==> config.mk <==
export PLATFORM = sky130hd
export DESIGN_NAME = xseg_dict_encoder
export DESIGN_NICKNAME = d
export VERILOG_FILES = /design/src/rtl/xde_pkg.sv /design/src/rtl/xde_match_row.sv /design/src/rtl/xde_first_hit.sv /design/src/rtl/xde_width_calc.sv /design/src/rtl/xseg_dict_encoder.sv
export SDC_FILE = /design/constraint.sdc
export NUM_CORES = 1
export LEC_CHECK = 0
export BUFFER_PORTS_ARGS = -buffer_cell sky130_fd_sc_hd__buf_2
export CAP_MARGIN = 0
export CORE_MARGIN = 1.5
export CORE_UTILIZATION = 40
export DETAILED_ROUTE_END_ITERATION = 8
export PLACE_DENSITY_LB_ADDON = 0.2
export SLEW_MARGIN = 25
export SYNTH_ARGS = -nofsm -noshare
export SYNTH_HDL_FRONTEND = slang
export SYNTH_SLANG_ARGS = --single-unit
export TNS_END_PERCENT = 50
==> constraint.sdc <==
create_clock -name clk -period 5.78 [get_ports clk]
set_clock_uncertainty 0.1 [all_clocks]
set_input_delay 1.156 -clock clk [delete_from_list [all_inputs] [get_ports clk]]
set_output_delay 1.156 -clock clk [all_outputs]
set_load 0.005 [all_outputs]
==> src/rtl/xde_pkg.sv <==
// Package: shared helpers for the segment dictionary encoder.
// Assumes counts fit in a 32-bit unsigned integer.
package xde_pkg;

    // Smallest N >= 1 such that count <= 2**N.
    function automatic int unsigned xde_code_width(int unsigned count);
        int unsigned w;
        w = 1;
        while ((32'd1 << w) < count && w < 31) begin
            w = w + 1;
        end
        return w;
    endfunction

endpackage

==> src/rtl/xde_match_row.sv <==
// Module: compares one dictionary entry with the offered segment and forms
// the merged entry. Assumes don't-care value bits of the entry are zero.
module xde_match_row #(
    parameter int SEG_W = 5
) (
    input  logic [SEG_W-1:0] ent_care,
    input  logic [SEG_W-1:0] ent_val,
    input  logic             ent_used,
    input  logic [SEG_W-1:0] seg_care,
    input  logic [SEG_W-1:0] seg_val,
    output logic             hit,
    output logic [SEG_W-1:0] mrg_care,
    output logic [SEG_W-1:0] mrg_val
);
    logic [SEG_W-1:0] clash;

    // Positions specified on both sides with differing values.
    always_comb clash = ent_care & seg_care & (ent_val ^ seg_val);

    // Entry in use and free of clashes.
    always_comb hit = ent_used && (clash == '0);

    // Fill the entry's don't-care positions from the segment.
    always_comb begin
        mrg_care = ent_care | seg_care;
        mrg_val  = (ent_care & ent_val) | (~ent_care & seg_care & seg_val);
    end
endmodule

==> src/rtl/xde_first_hit.sv <==
// Module: picks the lowest-index hit among N candidates.
// Assumes IW bits are enough to hold N-1.
module xde_first_hit #(
    parameter int N  = 16,
    parameter int IW = 4
) (
    input  logic [N-1:0]  hits,
    output logic          any,
    output logic [IW-1:0] pick
);
    // Scan from the top so the lowest set bit wins.
    always_comb begin
        pick = '0;
        for (int i = N - 1; i >= 0; i--) begin
            if (hits[i]) pick = IW'(i);
        end
    end

    // Any candidate present.
    always_comb any = |hits;
endmodule

==> src/rtl/xde_width_calc.sv <==
// Module: derives the index code width from the entry count.
// Assumes CW_W bits can hold the widest code for the dictionary depth.
module xde_width_calc #(
    parameter int CNT_W = 5,
    parameter int CW_W  = 3
) (
    input  logic [CNT_W-1:0] count,
    output logic [CW_W-1:0]  width
);
    // Smallest width of at least one bit that covers the count.
    always_comb width = CW_W'(xde_pkg::xde_code_width(32'(count)));
endmodule

==> src/rtl/xseg_dict_encoder.sv <==
// Module: dictionary encoder for ternary segments. Each accepted segment is
// mapped to the first compatible entry (which is merged with it) or to a new
// entry; results are registered one cycle after acceptance.
// Assumes DEPTH >= 2 and one segment per cycle at most.
module xseg_dict_encoder #(
    parameter int SEG_W = 5,
    parameter int DEPTH = 16
) (
    input  logic                                   clk,
    input  logic                                   rst_n,
    input  logic                                   seg_valid,
    input  logic                                   seg_last,
    input  logic [SEG_W-1:0]                       seg_care,
    input  logic [SEG_W-1:0]                       seg_val,
    output logic                                   idx_valid,
    output logic [$clog2(DEPTH)-1:0]               idx,
    output logic                                   overflow,
    output logic                                   done,
    output logic [$clog2(DEPTH+1)-1:0]             entry_count,
    output logic [$clog2($clog2(DEPTH)+1)-1:0]     code_width
);
    localparam int IDX_W = $clog2(DEPTH);
    localparam int CNT_W = $clog2(DEPTH + 1);
    localparam int CW_W  = $clog2(IDX_W + 1);

    logic [SEG_W-1:0] dict_care [DEPTH];
    logic [SEG_W-1:0] dict_val  [DEPTH];
    logic [SEG_W-1:0] mrg_care  [DEPTH];
    logic [SEG_W-1:0] mrg_val   [DEPTH];
    logic [DEPTH-1:0] hits;
    logic [CNT_W-1:0] cnt_q;
    logic             any_hit;
    logic [IDX_W-1:0] pick;
    logic             full;

    // One comparator per entry.
    for (genvar g = 0; g < DEPTH; g++) begin : g_row
        logic used;
        always_comb used = (CNT_W'(g) < cnt_q);
        xde_match_row #(.SEG_W(SEG_W)) u_row (
            .ent_care (dict_care[g]),
            .ent_val  (dict_val[g]),
            .ent_used (used),
            .seg_care (seg_care),
            .seg_val  (seg_val),
            .hit      (hits[g]),
            .mrg_care (mrg_care[g]),
            .mrg_val  (mrg_val[g])
        );
    end

    xde_first_hit #(.N(DEPTH), .IW(IDX_W)) u_pick (
        .hits (hits),
        .any  (any_hit),
        .pick (pick)
    );

    xde_width_calc #(.CNT_W(CNT_W), .CW_W(CW_W)) u_width (
        .count (cnt_q),
        .width (code_width)
    );

    // Dictionary has no free slot.
    always_comb full = (cnt_q == CNT_W'(DEPTH));

    // Map, merge, append or drop the offered segment; register the results.
    always_ff @(posedge clk) begin
        if (!rst_n) begin
            cnt_q     <= '0;
            idx_valid <= 1'b0;
            idx       <= '0;
            overflow  <= 1'b0;
            done      <= 1'b0;
            for (int i = 0; i < DEPTH; i++) begin
                dict_care[i] <= '0;
                dict_val[i]  <= '0;
            end
        end else begin
            idx_valid <= 1'b0;
            overflow  <= 1'b0;
            done      <= 1'b0;
            if (seg_valid) begin
                done <= seg_last;
                if (any_hit) begin
                    dict_care[pick] <= mrg_care[pick];
                    dict_val[pick]  <= mrg_val[pick];
                    idx_valid       <= 1'b1;
                    idx             <= pick;
                end else if (!full) begin
                    dict_care[IDX_W'(cnt_q)] <= seg_care;
                    dict_val[IDX_W'(cnt_q)]  <= seg_val & seg_care;
                    idx_valid                <= 1'b1;
                    idx                      <= IDX_W'(cnt_q);
                    cnt_q                    <= cnt_q + 1'b1;
                end else begin
                    overflow <= 1'b1;
                end
            end
        end
    end

    // Entry count is presented continuously.
    always_comb entry_count = cnt_q;
endmodule

---- Word-level counts from Yosys, hierarchy flattened ----
Memory sizes are Yosys's and may differ from the RTL's.
Cells that the tools add are included.
storage, ports and cells
  flip-flop bits (word level) ............. 12
  memory bits (writable) .................. 160
  input port bits ......................... 14
  output and inout bits ................... 15
  logic and storage cells ................. 274
  memories kept ........................... 2
operators by class
  add/sub/neg operators ................... 1
  magnitude comparators ................... 21
  equal/unequal tests ..................... 2
  muxes and demuxes ....................... 52
  bitwise operators ....................... 150
  reductions and logical operators ........ 41
memories
  name       words  bits a word  read ports  clocked after Yosys merged registers in  write ports  line                     text
  dict_care  16     5            16          0                                        16           xseg_dict_encoder.sv:26  logic [SEG_W-1:0] dict_care [DEPTH];
  dict_val   16     5            16          0                                        16           xseg_dict_encoder.sv:27  logic [SEG_W-1:0] dict_val [DEPTH];
operator list
  cell                 count
  $and 5x5->5          81
  $or 5x5->5           32
  $mux 4               22
  $logic_not 5->1      16
  $not 5->5            16
  $xor 5x5->5          16
  $lt 4x5->1 const A   9
  $bmux 5 s4           2
  $mux 5               8
  $lt 3x5->1 const A   5
  $reduce_or 5->1      4
  $reduce_or 18->1     1
  $mux 1               17
  $logic_and 1x1->1    16
  $reduce_or 16->1     1
  $lt 2x5->1 const A   3
  $lt 1x5->1 const A   2
  $mux 3               3
  $add 5x1->5 const B  1
  $eq 5x5->1 const B   1
  $ge 5x5->1 const B   1
  $lt 5x5->1 const A   1
  $not 4->5            1
  $not 1->1            4
  other kinds (3)      4

---- Longest topological paths before layout ----
Gate-level depths: netlist of the first run.
An unclocked memory read counts as a cell.
  depth after elaboration ................. 27
  depth in mapped cells ................... 16
  gate-level depth less buffers ........... 10

---- By module ----
A second synthesis of the first run with hierarchy kept.
second synthesis, totals
  cells, all modules ...................... 1226
  area total of the unflattened synthesis .. 11931.4 µm²
by module, submodules not included
  module             times used  cells each  area each (µm²)  seq. area each (µm²)
  xseg_dict_encoder  1           637         8734.6           5044.8
  xde_match_row      16          34          183.9            0.0
  xde_first_hit      1           34          176.4            0.0
  xde_width_calc     1           11          77.6             0.0

---- Least setup slack after synthesis of the first run ----
Ideal clock, no wire load.
  kind .................................... input-to-reg
  start point ............................. input port seg_val[0]
  end point ............................... memory dict_care[0][0], enable pin
  setup time .............................. 340 ps
  arrival time ............................ 3937 ps
  data required time ...................... 5340 ps
  slack ................................... 1404 ps
  stages .................................. 14
  path buffers ............................ 5
  cell sequence ........................... buf_4 -> buf_6 -> xnor2_1 -> o22ai_1 -> or4_4 -> o211a_2 -> o311ai_4 -> nand2_4 -> buf_6 -> buf_4 -> a211oi_4 -> nand4_1 -> buf_2 -> nand2_1
RTL lines
  item         line                     text
  from (decl)  xseg_dict_encoder.sv:14  input logic [SEG_W-1:0] seg_val,
  to (decl)    xseg_dict_encoder.sv:26

==> summary.txt, run 1 <==
Status
  • Status: finished clean

Logic synthesis
  • Main synth FF type: edfxtp_1
  • Syn. warnings: 0
  • Syn_nets: around 1200
  • Asr flop ratio synth: 0%
  • Synth unique cells: 96
  • Post-Syn Area: between 0.01 and 0.015 mm^2
  • Number of synthesized flops with an enable pin: 160
  • Seq/Total Area, Yosys: about 44%
  • Post-synthesis average cell area: about 9.6 um^2
  • Synth Instances: around 1200
  • #FFs+latches synth: 172

Global routing
  • GRT Overall Usage: 29.5%
  • Total congestion overflow: 0
  • Vias in the first global route: around 9500
  • First-pass GRT wire length: approximately 62000 um
  • Largest net degree at the start of global routing: 30
  • Initial antenna violation count: 0

STA
  • Hold Worst Slack: roughly 0.37 ns
  • Period utilisation layout: between 80 and 90%
  • Relative slew slack: between 30% and 40%
  • Tightest Pin Transition: 0.921 ns
  • Setup TNS: 0 ns
  • Endpoints failing setup: 0
  • Final hold vios: 0
  • Minimum clock period: approximately 5.1 ns
  • Peak Freq: a little under 200 MHz
  • Max-slew violations: 0
  • RSZ-0062 raised after global routing: false

Setup path
  • Critical Path RT: between 5 and 6 ns
  • RR Startpoint: entry_count[2]
  • CP endpoint kind: flip-flop
  • Cell chain of the critical path: buf_2 > xnor2_1 > o22ai_1 > nor4bb_1 > nor4_2 > buf_4 > a21boi_4 > nor2_8 > nand2_1 > a21oi_1 > nand2_1 > nand2_1
  • Reg2Reg Depth: 12
  • CP Class: in -> reg
  • CP Launch Type: primary input
  • R2r endpoint: dict_care[2][0]
  • CP bufs+invs: 2
  • Top Family by Delay on Critical Path: simple AND/OR/NAND/NOR gates
  • FF-to-FF setup slack: approximately 1.2 ns
  • Crit-path slowest cell: nor4bb_1
  • CP max stage delay: ~0.80 ns
  • Maximum fanout along the worst path: 28
  • Worst Path Arrival: 5.06 ns
  • Most used cell, CP: nand2_1

Clocking
  • Postcts setup bufs: 0
  • Clk sinks: 172
  • Worst-path clk slew: ~0.070 ns
  • Worst-case clock buffer depth: 2
  • CTS buffer count: 17
  • H-tree levels: 4
  • Post-CTS sizing: 0
  • CTS tree: done
  • Hold Buf Count CTS: 0
  • Root Buffer: clkbuf_16
  • Clock latency on the worst-skew pair: 0.46 ns

Detailed routing
  • Final antenna-violating net count: 0
  • DR pass1 iterations: 5
  • Final wirelength: 42600 um
  • Initial DRC Count: 1285
  • Post-route DRC: 0
  • Total vias in the final route: 9943
  • Via/cell ratio: roughly 6.2
  • Drt wl/cell: ~26 um

Hold path
  • Hold Path Class: reg -> reg
  • Hold Path Origin: idx[2]
  • WHS Endpoint: idx[2]
  • Cells on Worst Hold Path: 2

Die
  • Row count: 61
  • Core area: around 0.028 mm^2
  • Die width: approximately 170 um
  • Die area: just under 0.03 mm^2
  • Top Ports: 29
  • Die Y: between 150 and 200 um
  • Starting density of the core: 40.7%

Power
  • Max VDD drop: 229 uV
  • LEAKAGE: 4.67 nW
  • Pwr Density: 312 mW/mm^2
  • Overall Power: between 3 and 4 mW

Place
  • Port buffer count: 28
  • Detailed placement HPWL: around 31000 um
  • GP Congestion: 0.984
  • DP Cell Count: ~1600

Finish
  • Post-layout net count: between 1000 and 1500
  • Post-Layout Cell Count: about 1600
  • Synth-to-layout area growth: 12.2%
  • Share of layout cells above drive strength 1: between 10% and 20%
  • Antenna Cells: 0

Run
  • Maxcap violations: 0
[routing by layer]
| metal | vias up | track usage, % | wire (um) |
|---|---|---|---|
| met5 | - | 0 | 0 |
| met2 | 593 | 45.6 | 18700 |
| met1 | 4801 | 39.2 | 17600 |
| li1 | 4417 | - | - |
| met4 | 0 | 13.4 | 2010 |
| met3 | 132 | 6.93 | 4270 |
[logic make-up (layout without fill, tap and decap cells)]
| kind of cell | Yosys count | after routing | synth area share (%) |
|---|---|---|---|
| muxes | 56 | 56 | 5.02 |
| buffers and inverters | 96 | 156 | 5.21 |
| and+or+nand+nor | 504 | 504 | 20.4 |
| DFF | 172 | 172 | 44.4 |
| adders and majority gates | 2 | 2 | 0.220 |
| AOI/OAI and AO/OA | 264 | 264 | 18.2 |
| xor gates and xnor gates | 84 | 84 | 6.48 |
[final cells by class]
| type | count | area, um^2 |
|---|---|---|
| Inverter | 12 | 45.0 |
| Clock buffer | 17 | 425 |
| Multi-Input combinational cell | 910 | 5720 |
| Sequential cell | 172 | 5040 |
| Tap cell | 378 | 473 |
| Clock inverter | 15 | 186 |
| Timing Repair Buffer | 112 | 833 |
| Fill cell | 2708 | 15100 |
[placed cells by master (no fill, tap or decap), types with 5 or more instances in the layout]
| cell | netlist | routed |
|---|---|---|
| nor2_1 | 219 | 219 |
| edfxtp_1 | 160 | 160 |
| nand2_1 | 156 | 156 |
| buf_4 | 14 | 79 |
| xnor2_1 | 61 | 61 |
| o21ai_0 | 52 | 52 |
| mux2i_1 | 49 | 49 |
| a21oi_1 | 45 | 44 |
| o22ai_1 | 29 | 29 |
| buf_2 | 29 | 28 |
| a211oi_1 | 26 | 26 |
| xor2_1 | 23 | 23 |
| nor3_1 | 22 | 22 |
| and3_1 | 17 | 17 |
| clkbuf_16 | 0 | 17 |
| nand3_1 | 15 | 15 |
| inv_1 | 12 | 12 |
| nor4_1 | 12 | 12 |
| dfxtp_1 | 12 | 12 |
| o211ai_1 | 9 | 9 |
| nand4_1 | 8 | 8 |
| o221ai_1 | 8 | 8 |
| and2_1 | 7 | 7 |
| a32oi_1 | 7 | 7 |
| mux2_2 | 7 | 7 |
| a31oi_1 | 6 | 6 |
| o31ai_1 | 5 | 5 |
| or3_1 | 5 | 5 |
| a21o_1 | 5 | 5 |
| or4_1 | 5 | 5 |
| o211a_1 | 5 | 5 |
| buf_12 | 0 | 5 |
[cells in the mapped netlist, drive strengths merged (8+ instances only)]
cell / n / area [um^2]
xor2: 23 / 201
a21oi: 47 / 243
a32oi: 10 / 133
and3: 17 / 106
dfxtp: 12 / 240
nand3: 16 / 85.1
and2: 8 / 50.1
nand4: 9 / 62.6
a2111oi: 8 / 97.6
nor4: 18 / 176
edfxtp: 160 / 4800
o211ai: 10 / 80.1
xnor2: 61 / 534
nor3: 24 / 136
o21ai: 54 / 270
nand2: 158 / 603
a211oi: 27 / 215
nor2: 222 / 860
clkbuf: 20 / 75.1
inv: 12 / 45.0
buf: 64 / 472
o221ai: 9 / 85.1
mux2i: 49 / 490
o22ai: 29 / 181
[stage by stage]
stage	util (%)	setup slack, ns	instance area (um^2)
2_1_floorplan	-	1.40	11300
3_3_place_gp	43.5	0.409	12100
3_5_place_dp	43.5	0.417	12100
4_1_cts	45.7	0.887	12700
5_1_grt	45.7	0.624	12700
6_report	45.7	0.709	12700
[how the worst max path moves through the flow]
stage | from | to | depth (start not counted)
floorplan | seg_val[0] | dict_care[0][0] | 14
global placement | seg_val[4] | dict_care[13][0] | 13
detailed placement | seg_val[4] | dict_val[13][0] | 13
CTS | seg_val[4] | dict_care[13][0] | 13
global route | seg_val[4] | dict_val[13][0] | 13
finish | seg_val[2] | dict_val[13][0] | 12
[power breakdown]
part	internal [mW]	switching (mW)	leakage, nW
logic	0.437	0.803	2.62
clock network	0.688	0.538	0.293
registers	1.43	0.0685	1.75
total	2.56	1.41	4.67
[worst reg2reg max path, delay by kind of cell, from the launching register on]
family / cells / cell delay, ns
mux: 1 / 0.16
simple gates: 5 / 1.58
flops: 1 / 0.30
buf+inv: 2 / 0.49
compound gates: 4 / 1.77
[registers in the layout, summed over array words and instances (netlist names)]
signal / flops
dict_care: 80
dict_val: 80
entry_count: 5
idx: 4
done: 1
idx_valid: 1
overflow: 1
Power figures use the tool's default switching activity.
==> run 2, diff against run 1 <==
ABC_AREA = 1   (was unset)
CTS_CLUSTER_SIZE = 14   (was unset)
SETUP_SLACK_MARGIN = 0.3   (was unset)
==> run 2 against run 1 <==
Compared with the run above: combinational power is 15% higher; non-clock buffer count is 18 lower; worst setup slack better by 0.10 ns; wire length is 8.8% lower; utilization hardly changed; fmax is 2.1% higher; final cell count is 15% higher; largest cell class unchanged.
==> summary.txt, run 2 <==
STA
  • Final hold vios: 0 (unchanged)
  • RSZ-0062 raised after global routing: false (unchanged)
  • Post-route setup slack: 0.814 ns (was 0.709 ns)
  • Setup TNS: 0 ns (unchanged)
  • Tightest Pin Transition: 0.817 ns (was 0.921 ns)
  • Max-slew violations: 0 (unchanged)
  • Period utilisation layout: 85.9% (was 87.7%)
  • Minimum clock period: 4.97 ns (was 5.07 ns)
  • Endpoints failing setup: 0 (unchanged)
  • Relative slew slack: 45.6% (was 37.8%)
  • Peak Freq: 201 MHz (was 197 MHz)
  • Hold Worst Slack: 0.364 ns (was 0.371 ns)

Clocking
  • Post-CTS sizing: 0 (unchanged)
  • Hold Buf Count CTS: 0 (unchanged)
  • Worst-path clk slew: 0.07 ns (about the same)
  • Worst-case clock buffer depth: 2 (unchanged)
  • Clock latency on the worst-skew pair: 0.44 ns (was 0.46 ns)
  • CTS tree: done (unchanged)
  • CTS buffer count: 17 (unchanged)
  • Clk sinks: 172 (unchanged)
  • Root Buffer: clkbuf_16 (unchanged)
  • H-tree levels: 4 (unchanged)
  • Postcts setup bufs: 0 (unchanged)

Finish
  • Synth-to-layout area growth: 11.4% (was 12.2%)
  • Highest-count cells in the layout ignoring fill and taps: nor2_1, nand2_1, nand3_1 (was nor2_1, edfxtp_1, nand2_1)
  • Cell area after layout: 0.0124 mm^2 (was 0.0127 mm^2)
  • Antenna Cells: 0 (unchanged)
  • Share of layout cells above drive strength 1: 11.7% (was 16.5%)
  • Post-layout net count: 1484 (was 1241)
  • Commonest non-fill, non-tap cell in the layout: nor2_1 (unchanged)

Logic synthesis
  • Post-synthesis average cell area: 7.64 um^2 (was 9.63 um^2)
  • Count leader, synth: nor2_1 (unchanged)
  • Leading area contributor after synthesis: edfxtp_1 (unchanged)
  • Asr flop ratio synth: 0% (unchanged)
  • Syn. warnings: 0 (unchanged)
  • Synth cell count leaders: nor2_1, nand2_1, nand3_1 (was nor2_1, edfxtp_1, nand2_1)
  • Synth unique cells: 44 (was 96)
  • Number of synthesized flops with an enable pin: 160 (unchanged)
  • Top-area cell type share of the netlist area: 43.1% (was 42.3%)
  • Post-Syn Area: 0.0111 mm^2 (was 0.0113 mm^2)
  • #FFs+latches synth: 172 (unchanged)
  • Synth top area cells: edfxtp_1, nand3_1, nor2_1 (was edfxtp_1, nor2_1, nand2_1)
  • Main synth FF type: edfxtp_1 (unchanged)
  • Synth Instances: 1459 (was 1178)
  • Seq/Total Area, Yosys: 45.2% (was 44.4%)
  • Syn_nets: 1475 (was 1194)

Place
  • GP Congestion: 0.941 (was 0.984)
  • DP Area: 0.0119 mm^2 (was 0.0121 mm^2)
  • Port buffer count: 28 (unchanged)
  • Pre-CTS setup slack: 0.526 ns (was 0.417 ns)
  • Detailed placement HPWL: 28100 um (was 30800 um)

Global routing
  • First-pass GRT wire length: 58700 um (was 62000 um)
  • Total congestion overflow: 0 (unchanged)
  • Initial antenna violation count: 0 (unchanged)
  • Largest net degree at the start of global routing: 66 (was 30)
  • GRT Overall Usage: 27.6% (was 29.5%)
  • Vias in the first global route: 9561 (was 9470)

Setup path
  • Reg2Reg Depth: 20 (was 12)
  • Maximum fanout along the worst path: 25 (was 28)
  • Critical path depth: 21 (was 12)
  • CP bufs+invs: 4 (was 2)
  • Most used cell, CP: nand2_1 (unchanged)
  • CP endpoint kind: flip-flop (unchanged)
  • Critical Path Source: seg_val[1] (was seg_val[2])
  • CP max stage delay: 0.47 ns (was 0.80 ns)
  • Critical Path RT: 5.75 ns (was 5.76 ns)
  • R2r endpoint: dict_care[12][2] (was dict_care[2][0])
  • FF-to-FF setup slack: 1.25 ns (was 1.23 ns)
  • CP Launch Type: primary input (unchanged)
  • Top Family by Delay on Critical Path: simple AND/OR/NAND/NOR gates (unchanged)
  • CP Class: in -> reg (unchanged)
  • Cell chain of the critical path: buf_2 > a21oi_1 > o211ai_1 > nand2_1 > a311oi_1 > nand3_1 > nand2_1 > nor2_1 > inv_1 > nor2_4 > nand2_2 > nor2_4 > nand2_4 > nor2_4 > inv_2 > nor2_2 > nor2_2 > inv_1 > nor2_2 > nand2_1 > nand2_1 (was buf_2 > xnor2_1 > o22ai_1 > nor4bb_1 > nor4_2 > buf_4 > a21boi_4 > nor2_8 > nand2_1 > a21oi_1 > nand2_1 > nand2_1)
  • Crit-path slowest cell: nand2_1 (was nor4bb_1)
  • RR Startpoint: entry_count[3] (was entry_count[2])
  • End of the critical path: dict_care[12][2] (was dict_val[13][0])
  • Worst Path Arrival: 4.94 ns (was 5.06 ns)

Detailed routing
  • Total vias in the final route: 10633 (was 9943)
  • Post-route DRC: 0 (unchanged)
  • Via/cell ratio: 5.74 (was 6.15)
  • Final antenna-violating net count: 0 (unchanged)
  • Initial DRC Count: 1483 (was 1285)
  • Final wirelength: 38800 um (was 42600 um)
  • DR pass1 iterations: 8 (was 5)
  • Drt wl/cell: 21.0 um (was 26.3 um)

Die
  • Die Y: 170 um (was 171 um)
  • Row count: 60 (was 61)
  • Die width: 170 um (was 171 um)
  • Core area: 0.0272 mm^2 (was 0.0279 mm^2)
  • Top Ports: 29 (unchanged)
  • Die area: 0.0289 mm^2 (was 0.0294 mm^2)
  • Starting density of the core: 41.0% (was 40.7%)

Power
  • LEAKAGE: 5.07 nW (was 4.67 nW)
  • Overall Power: 4.10 mW (was 3.97 mW)
  • Pwr Density: 330 mW/mm^2 (was 312 mW/mm^2)
  • Max VDD drop: 167 uV (was 229 uV)

Run
  • Maxcap violations: 0 (unchanged)

Status
  • Status: finished clean (unchanged)

Hold path
  • Hold Path Class: reg -> reg (unchanged)
-- run 2: cell types whose count changed in the layout (fill, tap and decap cells not counted), sizes merged, moves of 42 or more --
cell	delta
a21oi	+65
inv	+66
mux2i	-49
nand2	+116
nand3	+215
nor2	+97
o211ai	+42
xnor2	-58
-- run 2: final cells by class --
| type | count | area [um^2] |
|---|---|---|
| fillers | 2762 | 14800 |
| clock buffers | 17 | 425 |
| well taps | 372 | 465 |
| flip-flops and latches | 172 | 5040 |
| inverters | 81 | 304 |
| clock inverters | 14 | 144 |
| repair buffers | 94 | 836 |
| multi-input cells | 1102 | 5200 |
-- run 2: report_power, final --
part | total [mW] | switching (mW) | internal, mW
Sequential | 1.51 | 0.0650 | 1.44
Combinational | 1.43 | 0.969 | 0.460
Clock | 1.16 | 0.526 | 0.636
-- run 2: worst min-delay path by stage --
stage          endpoint  startpoint  slack, ns  cells after the start
2_1_floorplan    idx[2]      idx[2]       0.36                      2
3_3_place_gp     idx[2]      idx[2]       0.35                      2
3_5_place_dp     idx[2]      idx[2]       0.36                      2
4_1_cts          idx[2]      idx[2]       0.37                      2
5_1_grt          idx[2]      idx[2]       0.38                      2
6_report         idx[2]      idx[2]       0.36                      2
-- run 2: through the flow --
step	instances	utilization, %
floorplan	1459	-
detailed placement	1821	43.6
finish	1852	45.7
CTS	1852	45.7
global placement	1821	43.6
global route	1852	45.7
-- run 2: cells by family (layout without fill, tap and decap cells) --
kind of cell / after synthesis / in the layout / synth area share, %
adders and majority gates: 2 / 2 / 0.224
DFF: 172 / 172 / 45.2
buffers and inverters: 185 / 206 / 8.27
xor gates and xnor gates: 7 / 7 / 0.550
and+or+nand+nor: 854 / 854 / 33.1
AOI/OAI and AO/OA: 239 / 239 / 12.6
-- run 2: metal layers --
metal | wire [um] | vias up | share of wire, % | global-route usage, %
met4 | 1400 | 0 | 3.6 | 11.5
met5 | 0 | - | 0 | 0
met3 | 3330 | 79 | 8.6 | 3.65
met1 | 16700 | 5007 | 43 | 38.5
met2 | 17400 | 531 | 45 | 43.2
li1 | - | 5016 | - | -
-- run 2: tightest hold or removal path, cell delays in order (launching register included) --
cell     delay (ns)
dfxtp_1        0.31
nand2_1        0.06
a21oi_1        0.05
==> run 3, diff against run 2 <==
CELL_PAD_IN_SITES_DETAIL_PLACEMENT = 0   (was unset)
CELL_PAD_IN_SITES_GLOBAL_PLACEMENT = 1   (was unset)
==> run 3 against run 2 <==
Compared with the run above: sequential power is essentially flat; sequential share of layout area is 0.29 points higher; final cell count decreased by 0.59%; via count shrank 1.0%; register-to-register slack worse by 0.10 ns; critical path type unchanged; largest power group unchanged.
==> summary.txt, run 3 (same netlist as run 2, synthesis figures left out) <==
Status
  • Status: finished clean (unchanged)

Hold path
  • Hold Path Class: reg -> reg (unchanged)
  • Hold Path Origin: idx[2] (unchanged)
  • WHS Endpoint: idx[2] (unchanged)
  • Cells on Worst Hold Path: 2 (unchanged)

Setup path
  • Maximum fanout along the worst path: 28 (was 25)
  • Cell chain of the critical path: buf_2 > xnor2_1 > o311ai_1 > nand2_1 > nor2_1 > inv_1 > nor2_2 > nand2_2 > nor2_4 > nand2_4 > nor2_4 > inv_2 > o21ai_2 > inv_1 > nor2_2 > nand2_2 > nand2_1 (was buf_2 > a21oi_1 > o211ai_1 > nand2_1 > a311oi_1 > nand3_1 > nand2_1 > nor2_1 > inv_1 > nor2_4 > nand2_2 > nor2_4 > nand2_4 > nor2_4 > inv_2 > nor2_2 > nor2_2 > inv_1 > nor2_2 > nand2_1 > nand2_1)
  • Reg2Reg Depth: 19 (was 20)
  • RR Startpoint: entry_count[4] (was entry_count[3])
  • R2r endpoint: dict_care[7][0] (was dict_care[12][2])
  • Worst Path Arrival: 5.23 ns (was 4.94 ns)
  • Critical Path RT: 5.77 ns (was 5.75 ns)
  • CP Class: in -> reg (unchanged)
  • FF-to-FF setup slack: 1.15 ns (was 1.25 ns)
  • CP endpoint kind: flip-flop (unchanged)
  • CP max stage delay: 0.66 ns (was 0.47 ns)
  • Crit-path slowest cell: o311ai_1 (was nand2_1)
  • CP Launch Type: primary input (unchanged)

Clocking
  • Worst-path clk slew: 0.07 ns (about the same)
  • H-tree levels: 4 (unchanged)
  • Postcts setup bufs: 0 (unchanged)
  • CTS tree: done (unchanged)
  • Clock latency on the worst-skew pair: 0.45 ns (was 0.44 ns)
  • Hold Buf Count CTS: 0 (unchanged)
  • Worst-case clock buffer depth: 2 (unchanged)
  • Post-CTS sizing: 0 (unchanged)
  • CTS buffer count: 17 (unchanged)
  • Clk sinks: 172 (unchanged)
  • Root Buffer: clkbuf_16 (unchanged)

STA
  • Period utilisation layout: 90.7% (was 85.9%)
  • Endpoints failing setup: 0 (unchanged)
  • Final hold vios: 0 (unchanged)
  • Peak Freq: 191 MHz (was 201 MHz)
  • Tightest Pin Transition: 0.899 ns (was 0.817 ns)
  • Max-slew violations: 0 (unchanged)
  • Minimum clock period: 5.24 ns (was 4.97 ns)
  • Relative slew slack: 39.9% (was 45.6%)
  • RSZ-0062 raised after global routing: false (unchanged)
  • Setup TNS: 0 ns (unchanged)
  • Post-route setup slack: 0.540 ns (was 0.814 ns)

Detailed routing
  • Post-route DRC: 0 (unchanged)
  • Initial DRC Count: 1171 (was 1483)
  • Final wirelength: 40700 um (was 38800 um)
  • Final antenna-violating net count: 0 (unchanged)
  • Drt wl/cell: 22.1 um (was 21.0 um)
  • Total vias in the final route: 10527 (was 10633)
  • Via/cell ratio: 5.72 (was 5.74)
  • DR pass1 iterations: 7 (was 8)

Die
  • Core area: 0.0272 mm^2 (unchanged)
  • Top Ports: 29 (unchanged)
  • Die area: 0.0289 mm^2 (unchanged)
  • Starting density of the core: 41.0% (unchanged)
  • Die width: 170 um (unchanged)
  • Row count: 60 (unchanged)
  • Die Y: 170 um (unchanged)

Global routing
  • GRT Overall Usage: 29.0% (was 27.6%)
  • Met1 Track Usage GR: 40.2% (was 38.5%)
  • Largest net degree at the start of global routing: 65 (was 66)
  • Vias in the first global route: 9682 (was 9561)
  • Total congestion overflow: 0 (unchanged)
  • Initial antenna violation count: 0 (unchanged)
  • First-pass GRT wire length: 60900 um (was 58700 um)
  • GR Util met3: 3.40% (was 3.65%)
  • Global routing's busiest layer: met2 (unchanged)
  • Grt met2 use: 47.6% (was 43.2%)

Place
  • Port buffer count: 28 (unchanged)
  • DP Area: 0.0117 mm^2 (was 0.0119 mm^2)
  • GP Congestion: 0.924 (was 0.941)
  • Detailed placement HPWL: 29000 um (was 28100 um)
  • Pre-CTS setup slack: 0.235 ns (was 0.526 ns)

Run
  • Maxcap violations: 0 (unchanged)

Finish
  • Commonest non-fill, non-tap cell in the layout: nor2_1 (unchanged)
  • Synth-to-layout area growth: 10.6% (was 11.4%)
  • FILL cells: 2783 (was 2762)
  • Share of layout cells above drive strength 1: 11.2% (was 11.7%)
  • Cell area after layout: 0.0123 mm^2 (was 0.0124 mm^2)
  • Highest-count cells in the layout ignoring fill and taps: nor2_1, nand2_1, nand3_1 (unchanged)
  • Post-layout net count: 1472 (was 1484)
  • Antenna Cells: 0 (unchanged)

Power
  • Max VDD drop: 197 uV (was 167 uV)
  • LEAKAGE: 5.01 nW (was 5.07 nW)
  • Pwr Density: 339 mW/mm^2 (was 330 mW/mm^2)
## run 3: changes by cell type in the layout (fill, tap and decap cells not counted), sizes merged
cell,before,now
clkinvlp,2,3
buf,94,82
inv,83,86
clkinv,8,4
bufinv,2,3
## run 3: metal layers
layer / vias up / part of all wire, %
li1: 4997 / -
met3: 63 / 7.7
met4: 0 / 2.4
met5: - / 0
met2: 484 / 47
met1: 4983 / 43
## run 3: stage by stage
stage,instances,power (mW),hold slack (ns),utilization [%]
floorplan,1459,2.37,0.357,-
finish,1841,4.18,0.360,45.4
global placement,1809,2.94,0.348,43.1
detailed placement,1809,2.93,0.352,43.1
global route,1841,4.34,0.377,45.4
CTS,1841,4.17,0.363,45.4
## run 3: cell type report
type,count,area [um^2],share of cell area [%]
Tap cell,372,465,3.77
Inverter,81,304,2.47
Timing Repair Buffer,82,683,5.54
Clock inverter,15,204,1.65
Sequential cell,172,5040,40.9
Clock buffer,17,425,3.45
Multi-Input combinational cell,1102,5200,42.2
## run 3: how the worst max path moves through the flow
stage	end	from	cells past startpoint	slack [ns]
6_report	dict_care[7][0]	seg_val[4]	17	0.54
5_1_grt	dict_care[9][4]	seg_val[0]	21	0.37
4_1_cts	dict_val[7][4]	seg_val[3]	21	0.68
3_5_place_dp	dict_val[7][1]	seg_val[3]	21	0.23
3_3_place_gp	dict_val[13][1]	seg_val[4]	17	0.25
2_1_floorplan	dict_care[12][0]	seg_val[4]	23	1.75
## run 3: critical path, delay by kind of cell
family / cells / cell delay, ns
buf+inv: 4 / 0.92
xor+xnor: 1 / 0.15
simple gates: 10 / 2.06
compound gates: 2 / 0.91
## run 3: power breakdown
| part | switching [mW] | internal (mW) |
|---|---|---|
| combinational | 1.01 | 0.415 |
| clock | 0.556 | 0.699 |
| sequential | 0.0652 | 1.44 |
